===== src/rtl/cmt_pkg.sv =====
package cmt_pkg;
  localparam logic [3:0] A_CTL = 4'h0;
  localparam logic [3:0] A_CNT = 4'h4;
  localparam logic [3:0] A_CMP = 4'h8;
  localparam logic [3:0] A_RUN = 4'hC;

  localparam int B_FLAG = 15;
  localparam int B_PEND = 13;
  localparam int B_SIZE = 9;
  localparam int B_MODE = 8;
  localparam int B_REQ  = 4;
  localparam int B_RUN  = 5;

  typedef struct packed {
    logic size16;
    logic wrap;
    logic req_en;
  } ctl_t;

  // all-ones mask of the low k bits: divider phase at which a step fires
  function automatic logic [31:0] presc_mask(input int unsigned k);
    return (32'd1 << k) - 32'd1;
  endfunction

  function automatic logic [31:0] width_mask(input logic size16);
    return size16 ? 32'h0000_FFFF : 32'hFFFF_FFFF;
  endfunction

  function automatic logic [31:0] next_count(input logic [31:0] c, input logic size16);
    return (c + 32'd1) & width_mask(size16);
  endfunction
endpackage


===== src/rtl/cmt_prescaler.sv =====
module cmt_prescaler #(
  parameter int CKS_W = 3
) (
  input  logic             clk,
  input  logic             rst_n,
  input  logic             en,
  input  logic             active,
  input  logic [CKS_W-1:0] cks,
  output logic             tick
);
  import cmt_pkg::*;
  localparam int PW = (1 << CKS_W) - 1;

  logic [PW-1:0] phase_q;
  logic [31:0]   mask32;

  assign mask32 = presc_mask(int'(cks));
  assign tick   = en && active && ((phase_q & mask32[PW-1:0]) == mask32[PW-1:0]);

  always_ff @(posedge clk or negedge rst_n) begin
    if (!rst_n)   phase_q <= '0;
    else if (en)  phase_q <= active ? phase_q + 1'b1 : '0;
  end
endmodule


===== src/rtl/cmt_pend.sv =====
module cmt_pend #(
  parameter int PEND_TICKS = 2
) (
  input  logic clk,
  input  logic rst_n,
  input  logic en,
  input  logic load,
  input  logic tick,
  output logic busy
);
  localparam int PW = $clog2(PEND_TICKS + 1);
  localparam logic [PW-1:0] START = PW'(PEND_TICKS);

  logic [PW-1:0] left_q;

  assign busy = (left_q != '0);

  always_ff @(posedge clk or negedge rst_n) begin
    if (!rst_n) left_q <= '0;
    else if (en) begin
      if (load)              left_q <= START;
      else if (tick && busy) left_q <= left_q - 1'b1;
    end
  end
endmodule


===== src/rtl/cmt_counter.sv =====
module cmt_counter (
  input  logic        clk,
  input  logic        rst_n,
  input  logic        en,
  input  logic        run,
  input  logic        tick,
  input  logic        wr,
  input  logic [31:0] wdata,
  input  logic [31:0] cmp,
  input  logic        size16,
  input  logic        wrap,
  output logic [31:0] cnt_q,
  output logic        step,
  output logic        match_evt
);
  import cmt_pkg::*;

  logic [31:0] wm;
  logic        equal;

  assign wm        = width_mask(size16);
  assign equal     = ((cnt_q & wm) == (cmp & wm));
  assign step      = run && tick && !wr;
  assign match_evt = step && equal;

  always_ff @(posedge clk or negedge rst_n) begin
    if (!rst_n) cnt_q <= '0;
    else if (en) begin
      if (wr)                     cnt_q <= wdata;
      else if (match_evt && wrap) cnt_q <= '0;
      else if (step && !equal)    cnt_q <= next_count(cnt_q, size16);
    end
  end
endmodule


===== src/rtl/cmt_timer.sv =====
module cmt_timer #(
  parameter int CKS_W      = 3,
  parameter int PEND_TICKS = 2
) (
  input  logic        clk,
  input  logic        rst_n,
  input  logic        mod_stop,
  input  logic        bus_sel,
  input  logic        bus_wr,
  input  logic [3:0]  bus_addr,
  input  logic [31:0] bus_wdata,
  output logic [31:0] bus_rdata,
  output logic        match_irq
);
  import cmt_pkg::*;

  logic             en;
  logic             ctl_wr, cnt_wr, cmp_wr, run_wr, ctl_rd;
  logic             ctl_wr_zero;
  logic             run_q, flag_q, seen_q;
  ctl_t             ctl_q;
  logic [CKS_W-1:0] cks_q;
  logic [31:0]      cmp_q, cnt_q;
  logic             tick, step, match_evt, pend_busy, clear_evt;

  assign en          = !mod_stop;
  assign ctl_wr      = en && bus_sel && bus_wr && (bus_addr == A_CTL);
  assign cnt_wr      = en && bus_sel && bus_wr && (bus_addr == A_CNT);
  assign cmp_wr      = en && bus_sel && bus_wr && (bus_addr == A_CMP);
  assign run_wr      = en && bus_sel && bus_wr && (bus_addr == A_RUN);
  assign ctl_rd      = en && bus_sel && !bus_wr && (bus_addr == A_CTL);
  assign ctl_wr_zero = ctl_wr && !bus_wdata[B_FLAG];
  assign clear_evt   = ctl_wr_zero && seen_q && !match_evt;

  cmt_prescaler #(.CKS_W(CKS_W)) u_presc (
    .clk(clk), .rst_n(rst_n), .en(en),
    .active(run_q || pend_busy), .cks(cks_q), .tick(tick)
  );

  cmt_pend #(.PEND_TICKS(PEND_TICKS)) u_pend (
    .clk(clk), .rst_n(rst_n), .en(en),
    .load(cnt_wr), .tick(tick), .busy(pend_busy)
  );

  cmt_counter u_cnt (
    .clk(clk), .rst_n(rst_n), .en(en), .run(run_q), .tick(tick),
    .wr(cnt_wr), .wdata(bus_wdata), .cmp(cmp_q),
    .size16(ctl_q.size16), .wrap(ctl_q.wrap),
    .cnt_q(cnt_q), .step(step), .match_evt(match_evt)
  );

  always_ff @(posedge clk or negedge rst_n) begin
    if (!rst_n) begin
      run_q  <= 1'b0;
      flag_q <= 1'b0;
      seen_q <= 1'b0;
      ctl_q  <= '0;
      cks_q  <= '0;
      cmp_q  <= '0;
    end else if (en) begin
      if (run_wr)                     run_q <= bus_wdata[B_RUN];
      else if (match_evt && !ctl_q.wrap) run_q <= 1'b0;

      if (match_evt)      flag_q <= 1'b1;
      else if (clear_evt) flag_q <= 1'b0;

      if (clear_evt)              seen_q <= 1'b0;
      else if (ctl_rd && flag_q)  seen_q <= 1'b1;

      if (ctl_wr) begin
        ctl_q.size16 <= bus_wdata[B_SIZE];
        ctl_q.wrap   <= bus_wdata[B_MODE];
        ctl_q.req_en <= bus_wdata[B_REQ];
        cks_q        <= bus_wdata[CKS_W-1:0];
      end
      if (cmp_wr) cmp_q <= bus_wdata;
    end
  end

  always_comb begin
    bus_rdata = '0;
    case (bus_addr)
      A_CTL: begin
        bus_rdata[B_FLAG]    = flag_q;
        bus_rdata[B_PEND]    = pend_busy;
        bus_rdata[B_SIZE]    = ctl_q.size16;
        bus_rdata[B_MODE]    = ctl_q.wrap;
        bus_rdata[B_REQ]     = ctl_q.req_en;
        bus_rdata[CKS_W-1:0] = cks_q;
      end
      A_CNT:   bus_rdata = cnt_q & width_mask(ctl_q.size16);
      A_CMP:   bus_rdata = cmp_q;
      A_RUN:   bus_rdata[B_RUN] = run_q;
      default: bus_rdata = '0;
    endcase
  end

  assign match_irq = flag_q && ctl_q.req_en;
endmodule


===== config.mk =====
export PLATFORM = sky130hd
export DESIGN_NAME = cmt_timer
export DESIGN_NICKNAME = d
export VERILOG_FILES = /design/src/rtl/cmt_pkg.sv /design/src/rtl/cmt_prescaler.sv /design/src/rtl/cmt_pend.sv /design/src/rtl/cmt_counter.sv /design/src/rtl/cmt_timer.sv
export SDC_FILE = /design/constraint.sdc
export NUM_CORES = 1
export LEC_CHECK = 0
export BUFFER_PORTS_ARGS = -buffer_cell sky130_fd_sc_hd__buf_2
export CAP_MARGIN = 25
export CORE_MARGIN = 2
export CORE_UTILIZATION = 37
export CTS_CLUSTER_DIAMETER = 120
export DETAILED_ROUTE_END_ITERATION = 7
export PLACE_DENSITY = 0.65
export RECOVER_POWER = 25
export SLEW_MARGIN = 40
export SYNTH_ARGS = -nofsm -noshare
export SYNTH_HDL_FRONTEND = slang
export SYNTH_SLANG_ARGS = --single-unit

===== constraint.sdc =====
create_clock -name clk -period 3 [get_ports clk]
set_input_delay 0.6 -clock clk [delete_from_list [all_inputs] [get_ports clk]]
set_output_delay 0.6 -clock clk [all_outputs]
set_load 0.03 [all_outputs]

**Word level (Yosys, flattened, before mapping)**

Index checks and enable logic that the tools add are counted.

- $add $sub $neg: 4
- Equal/unequal tests: 5
- Shift-type cells: 1
- Multiplexer cells: 24
- Bitwise gates (word level): 5
- Reductions and logical operators: 44

Operators by type and width:

| operator | number |
|---|---|
| 32-bit two-way mux | 4 |
| 32-bit AND | 3 |
| 32-bit by 1-bit adder with 32-bit output (second input constant) | 1 |
| 32-bit equality test | 1 |
| 16-bit one-hot mux with 2 select lines | 1 |
| 1-bit logical AND | 22 |
| 2-bit AND reduction | 7 |
| 1-bit one-hot mux with 3 select lines | 4 |
| 2-bit nonzero test | 5 |
| 3-bit one-hot mux with 3 select lines | 1 |
| 4-bit equality test (second input constant) | 2 |
| 7-bit by 1-bit adder with 7-bit output (second input constant) | 1 |
| 7-bit AND | 1 |
| 7-bit equality test | 1 |
| 1-bit zero test | 7 |
| 7-bit two-way mux | 1 |
| 1-bit by 3-bit left shift with 7-bit output (first input constant) | 1 |
| 7-bit by 1-bit subtractor with 7-bit output (second input constant) | 1 |
| 1-bit two-way mux | 6 |
| 2-bit one-hot mux with 3 select lines | 1 |
| 3-bit one-hot mux with 2 select lines | 1 |
| 4-bit by 3-bit equality test with 1-bit output (second input constant) | 1 |
| 4-bit zero test | 1 |
| 2-bit two-way mux | 2 |
| 6 further kinds | 7 |

- Flip-flop bits (word level): 82
- Bits of input ports: 41
- Output and inout port bits: 33
- Logic and storage cells: 94

**Depth between registers and ports, before layout**

- Word-level depth: 12
- Depth in mapped cells: 10
- Mapped depth without buffers: 8

**Cells and area by module**

Synthesis repeated with hierarchy kept, for this count alone.

- Cells, all modules: 510
- Area, all modules: 5081.1 µm²

Modules (own cells, without submodules):

| module | times used | cells an instance | area each (µm²) | seq. area each (µm²) |
|---|---|---|---|---|
| cmt_counter | 1 | 293 | 2513.7 | 800.8 |
| cmt_timer | 1 | 156 | 2035.7 | 1026.0 |
| cmt_prescaler | 1 | 50 | 419.2 | 175.2 |
| cmt_pend | 1 | 11 | 112.6 | 50.0 |

**Worst setup path before layout**

Ideal clock, no wire load.

- Kind: in2out
- From: input port bus_addr[3]
- To: output port bus_rdata[16]
- Data arrival time: 2.250 ns
- Required time: 2.400 ns
- Setup slack: 0.150 ns
- Stages on the path: 5
- Path buffers: 2
- Cells stage by stage: nor4b_1 -> nor2b_1 -> clkbuf_1 -> clkbuf_1 -> a22o_1

- Cells in the longest elaborated chain, start to end: 2
- Elaborated cells on any way between the ends: 3
- Classes of those cells: eq/ne (2); mux (1)

Ends and longest elaborated chain:

| element | line | text |
|---|---|---|
| start, declared | cmt_timer.sv:10 | `input logic [3:0] bus_addr,` |
| 4-bit equality test / 4-bit by 3-bit equality test with 1-bit output (equally long branches) | cmt_timer.sv:82 | `case (bus_addr)` |
| 16-bit one-hot mux with 2 select lines (*) | cmt_timer.sv:82 |  |
| end, declared | cmt_timer.sv:12 | `output logic [31:0] bus_rdata,` |

Mark *: on every way between the ends. The rest lies on a longest branch, timed or not.

**Final worst setup path**

- From: register u_pend.left_q[0]
- To: register u_cnt.cnt_q[21]

- Cells in the longest elaborated chain, start to end: 10
- Elaborated cells on any way between the ends: 13
- Classes of those cells: mux (2); reduce/logical (11)

Ends and longest elaborated chain:

| element | line | text |
|---|---|---|
| start, declared | cmt_pend.sv:14 | `logic [PW-1:0] left_q;` |
| start signal, assigned | cmt_pend.sv:22 | `else if (tick && busy) left_q <= left_q - 1'b1;` |
| 2-bit nonzero test (*) | cmt_pend.sv:16 | `assign busy = (left_q != '0);` |
| 1-bit logical OR (*) | cmt_timer.sv:37 | `.active(run_q \|\| pend_busy), .cks(cks_q), .tick(tick)` |
| 1-bit logical AND (*) (2 in a row) | cmt_prescaler.sv:18 | `assign tick = en && active && ((phase_q & mask32[PW-1:0]) == mask32[PW-1:0]);` |
| 1-bit logical AND (*) (2 in a row) | cmt_counter.sv:23 | `assign step = run && tick && !wr;` |
| 1-bit logical AND | cmt_counter.sv:24 | `assign match_evt = step && equal;` |
| 1-bit logical AND | cmt_counter.sv:30 | `else if (match_evt && wrap) cnt_q <= '0;` |
| 3-bit nonzero test (no line) / 32-bit two-way mux (equally long branches) | - |  |
| 2-bit AND reduction (no line) / 32-bit two-way mux (equally long branches) | - |  |
| end signal, assigned | cmt_counter.sv:29 | `if (wr) cnt_q <= wdata;` |
| end signal, assigned | cmt_counter.sv:31 | `else if (step && !equal) cnt_q <= next_count(cnt_q, size16);` |
| end, declared | cmt_counter.sv:12 | `output logic [31:0] cnt_q,` |

Marks and branches as above.
A chain may end at the register's enable or synchronous reset.

==> out/results.txt <==
GRT Resource Usage Total - 21.3%
First-pass GRT wire length - 27200 um
Total power draw - 4.05 mW
RSZ-0062 raised after global routing - false
Sequential-to-total area share from yosys stat - 37.3%
CTS HTree Levels - 3
Final WL - 16700 um
Setup TNS - 0 ns
Cell row count - 44
Synthesized area - 5500 sq um
Crit. End Element - flip-flop
Post-synth EDFFs - 0
CP peak stage delay - 0.57 ns
Hold-fix buffers, CTS - 0
Drt first pass iters - 6
CP startpoint kind - flip-flop
N_diodes - 0
Vias in the first global route - 5050
Number of buffers added on ports - 73
Commonest cells after routing, fill and taps aside - 82 x dfrtp_1, 73 x buf_2, 39 x mux2_2
Status - finished with violations
Type of the worst min-delay path - primary input to async pin
Psw - 1.54 mW
Max VDD drop - 0.355 mV
Clock Skews - 0.00729 ns
Share of cells above drive strength 1 - 25.2%
Placed cell area - 6170 sq um
CP Cell Sequence - inv_1 > ha_1 > nor2b_1 > a211o_1 > or4_4 > a311o_1 > and2_2 > buf_12 > o22ai_1
Peak Freq - 0.362 GHz
Slowest cell on the critical path - or4_4
Root Buffer - clkbuf_16
Comb power frac - 33.9%
WL per Instance - 19.6 um
Reg clk slew, reported paths - 0.06 ns
Syn Inst Count - 606
Setup ws final - 0.235 ns
Synth async-reset ratio - 100%
Global route overflow - 0
Period utilization - 92.2%
Top Family by Delay on Critical Path - simple AND/OR/NAND/NOR gates
Switch share - 38.1%
Ports - 74
Final #Nets - 711
Worst-path fanout max - 22
Final-report hold violation count - 0
Post-route DRC - 0
Die Width - 126 um
Crit Reg-Reg Startpoint - u_pend.left_q[0]
Top FF cell, synth - dfrtp_1
Vias - 5104
Failing checks - capacitance limit, slew limit
CP bufs+invs - 2
Clock Tree Buf Depth - 2
Resized cells post-CTS - 0
Clock power share - 25.1%
Synth cell types - 50
Seq pwr share - 41.0%
Power Dens Cells - 631 nW/um^2
Max_cap viols - 1
Area grow syn2layout - 16.5%
LEAKAGE - 2.88 nW
Most common library cell in the layout ignoring fill and taps - dfrtp_1
Die H - 126 um
Die area - 15900 sq um
Fin area - 6410 sq um
Gpl congestion - 0.898
Internal - 2.51 mW
Fin. max-slew vios - 68
Initial Util - 37.9%
Vias per cell - 5.98
Core Util, Final - 44.1%
Initial antenna violation count - 0
HPWL Detailed - 11700 um
Core Box Area - 14500 sq um
Dpl ws - 0.153 ns
Worst Setup SP - u_pend.left_q[0]
Required @ worst endpoint - 3.27 ns
Final antenna-violating net count - 0
Minimum clock period - 2.77 ns
Critical path type - flip-flop to flip-flop
Clk sinks - 82
Critical Path AT - 3.03 ns
Max-slew headroom - -6.35%
Synth Register Bits - 82
CTS Buf Count - 9
Syn Area/Cell - 9.08 sq um
CTS tree - done
Iteration-0 DRC Markers - 544
Pin count of the biggest net entering global routing - 68
Post-Syn Nets - 650
Post-CTS repair timing setup buffer count - 0
Fill cells - 1440
Final setup fails - 0
Worst-Margin Slew - 1.60 ns
Syn. warnings - 0
Clock latency on the worst-skew pair - 0.35 ns
[power groups by stage]
stage / combinational [mW] / clock (mW) / sequential [mW]
2_1_floorplan: 1.06 / 0 / 1.53
3_3_place_gp: 1.32 / 0 / 1.65
3_5_place_dp: 1.35 / 0 / 1.67
4_1_cts: 1.37 / 1.03 / 1.65
5_1_grt: 1.53 / 1.07 / 1.70
6_report: 1.37 / 1.01 / 1.66
[flip-flops by register name, indices dropped and copies added (netlist names)]
name and count:
cmp_q 32, u_presc.phase_q 7, u_cnt.cnt_q 32, seen_q 1, run_q 1, ctl_q 3
flag_q 1, cks_q 3, u_pend.left_q 2
[per-layer routing]
layer / track usage [%] / wire, um / vias up
met1: 29.3 / 7460 / 2499
met3: 3.70 / 907 / 27
met2: 33.6 / 7980 / 180
li1: - / - / 2398
met5: 0 / 0 / -
met4: 8.02 / 387 / 0
[worst paths after layout]
check	to	slack, ns	depth (start not counted)
max	u_cnt.cnt_q[21]	0.23	9
max reg2reg	u_cnt.cnt_q[21]	0.23	9
min in group clk	seen_q	0.49	1
min	cmp_q[25]	0.33	1
min reg2reg	seen_q	0.49	1
max in group asynchronous	cmp_q[2]	0.59	2
[final cells by class]
class                           instances  area, sq um  share of cell area, %
Clock buffer                           14          254                   3.96
Inverter                               27          101                   1.58
Multi-Input combinational cell        443         3140                   49.0
Sequential cell                        82         2050                   32.0
Tap cell                              184          230                   3.59
Timing Repair Buffer                  104          632                   9.86
[kinds of logic after synthesis]
logic type / synth area share (%)
adder cells (fa/ha/maj): 0.682
XOR/XNOR: 5.25
flip-flops: 37.3
multiplexers: 10.0
buffers and inverters: 5.82
AO/OA/AOI/OAI: 20.8
AND/OR/NAND/NOR: 20.1
[cell usage after synthesis, drive strengths merged, types with 2 or more instances]
cell    instances  area [sq um]
a21boi          2          15.0
a21oi          13          65.1
a22o           25           219
a22oi          37           278
a31oi          11          68.8
a32oi           6          52.6
and2           10          62.6
and3           20           125
and4            6          52.6
buf            12          61.3
clkbuf         42           158
dfrtp          82          2050
ha              3          37.5
inv            27           101
mux2           41           462
mux2i           9          90.1
nand2          29           109
nand2b          5          31.3
nand3          31           155
nand4          13          81.3
nor2           34           128
nor2b           5          31.3
nor3           20           100
nor4           18           113
nor4b           4          35.0
o21a            2          15.0
o21ai          16          80.1
o221ai         10           150
o22ai          20           125
o31ai           2          15.0
or2             3          18.8
or3             4          25.0
xnor2          17           149
xor2           16           140
[through the flow]
step	hold slack (ns)	std cells
6_report	0.333	854
3_3_place_gp	0.465	840
3_5_place_dp	0.482	840
5_1_grt	0.412	854
2_1_floorplan	0.304	606
4_1_cts	0.107	854
Power figures use the tool's default switching activity.
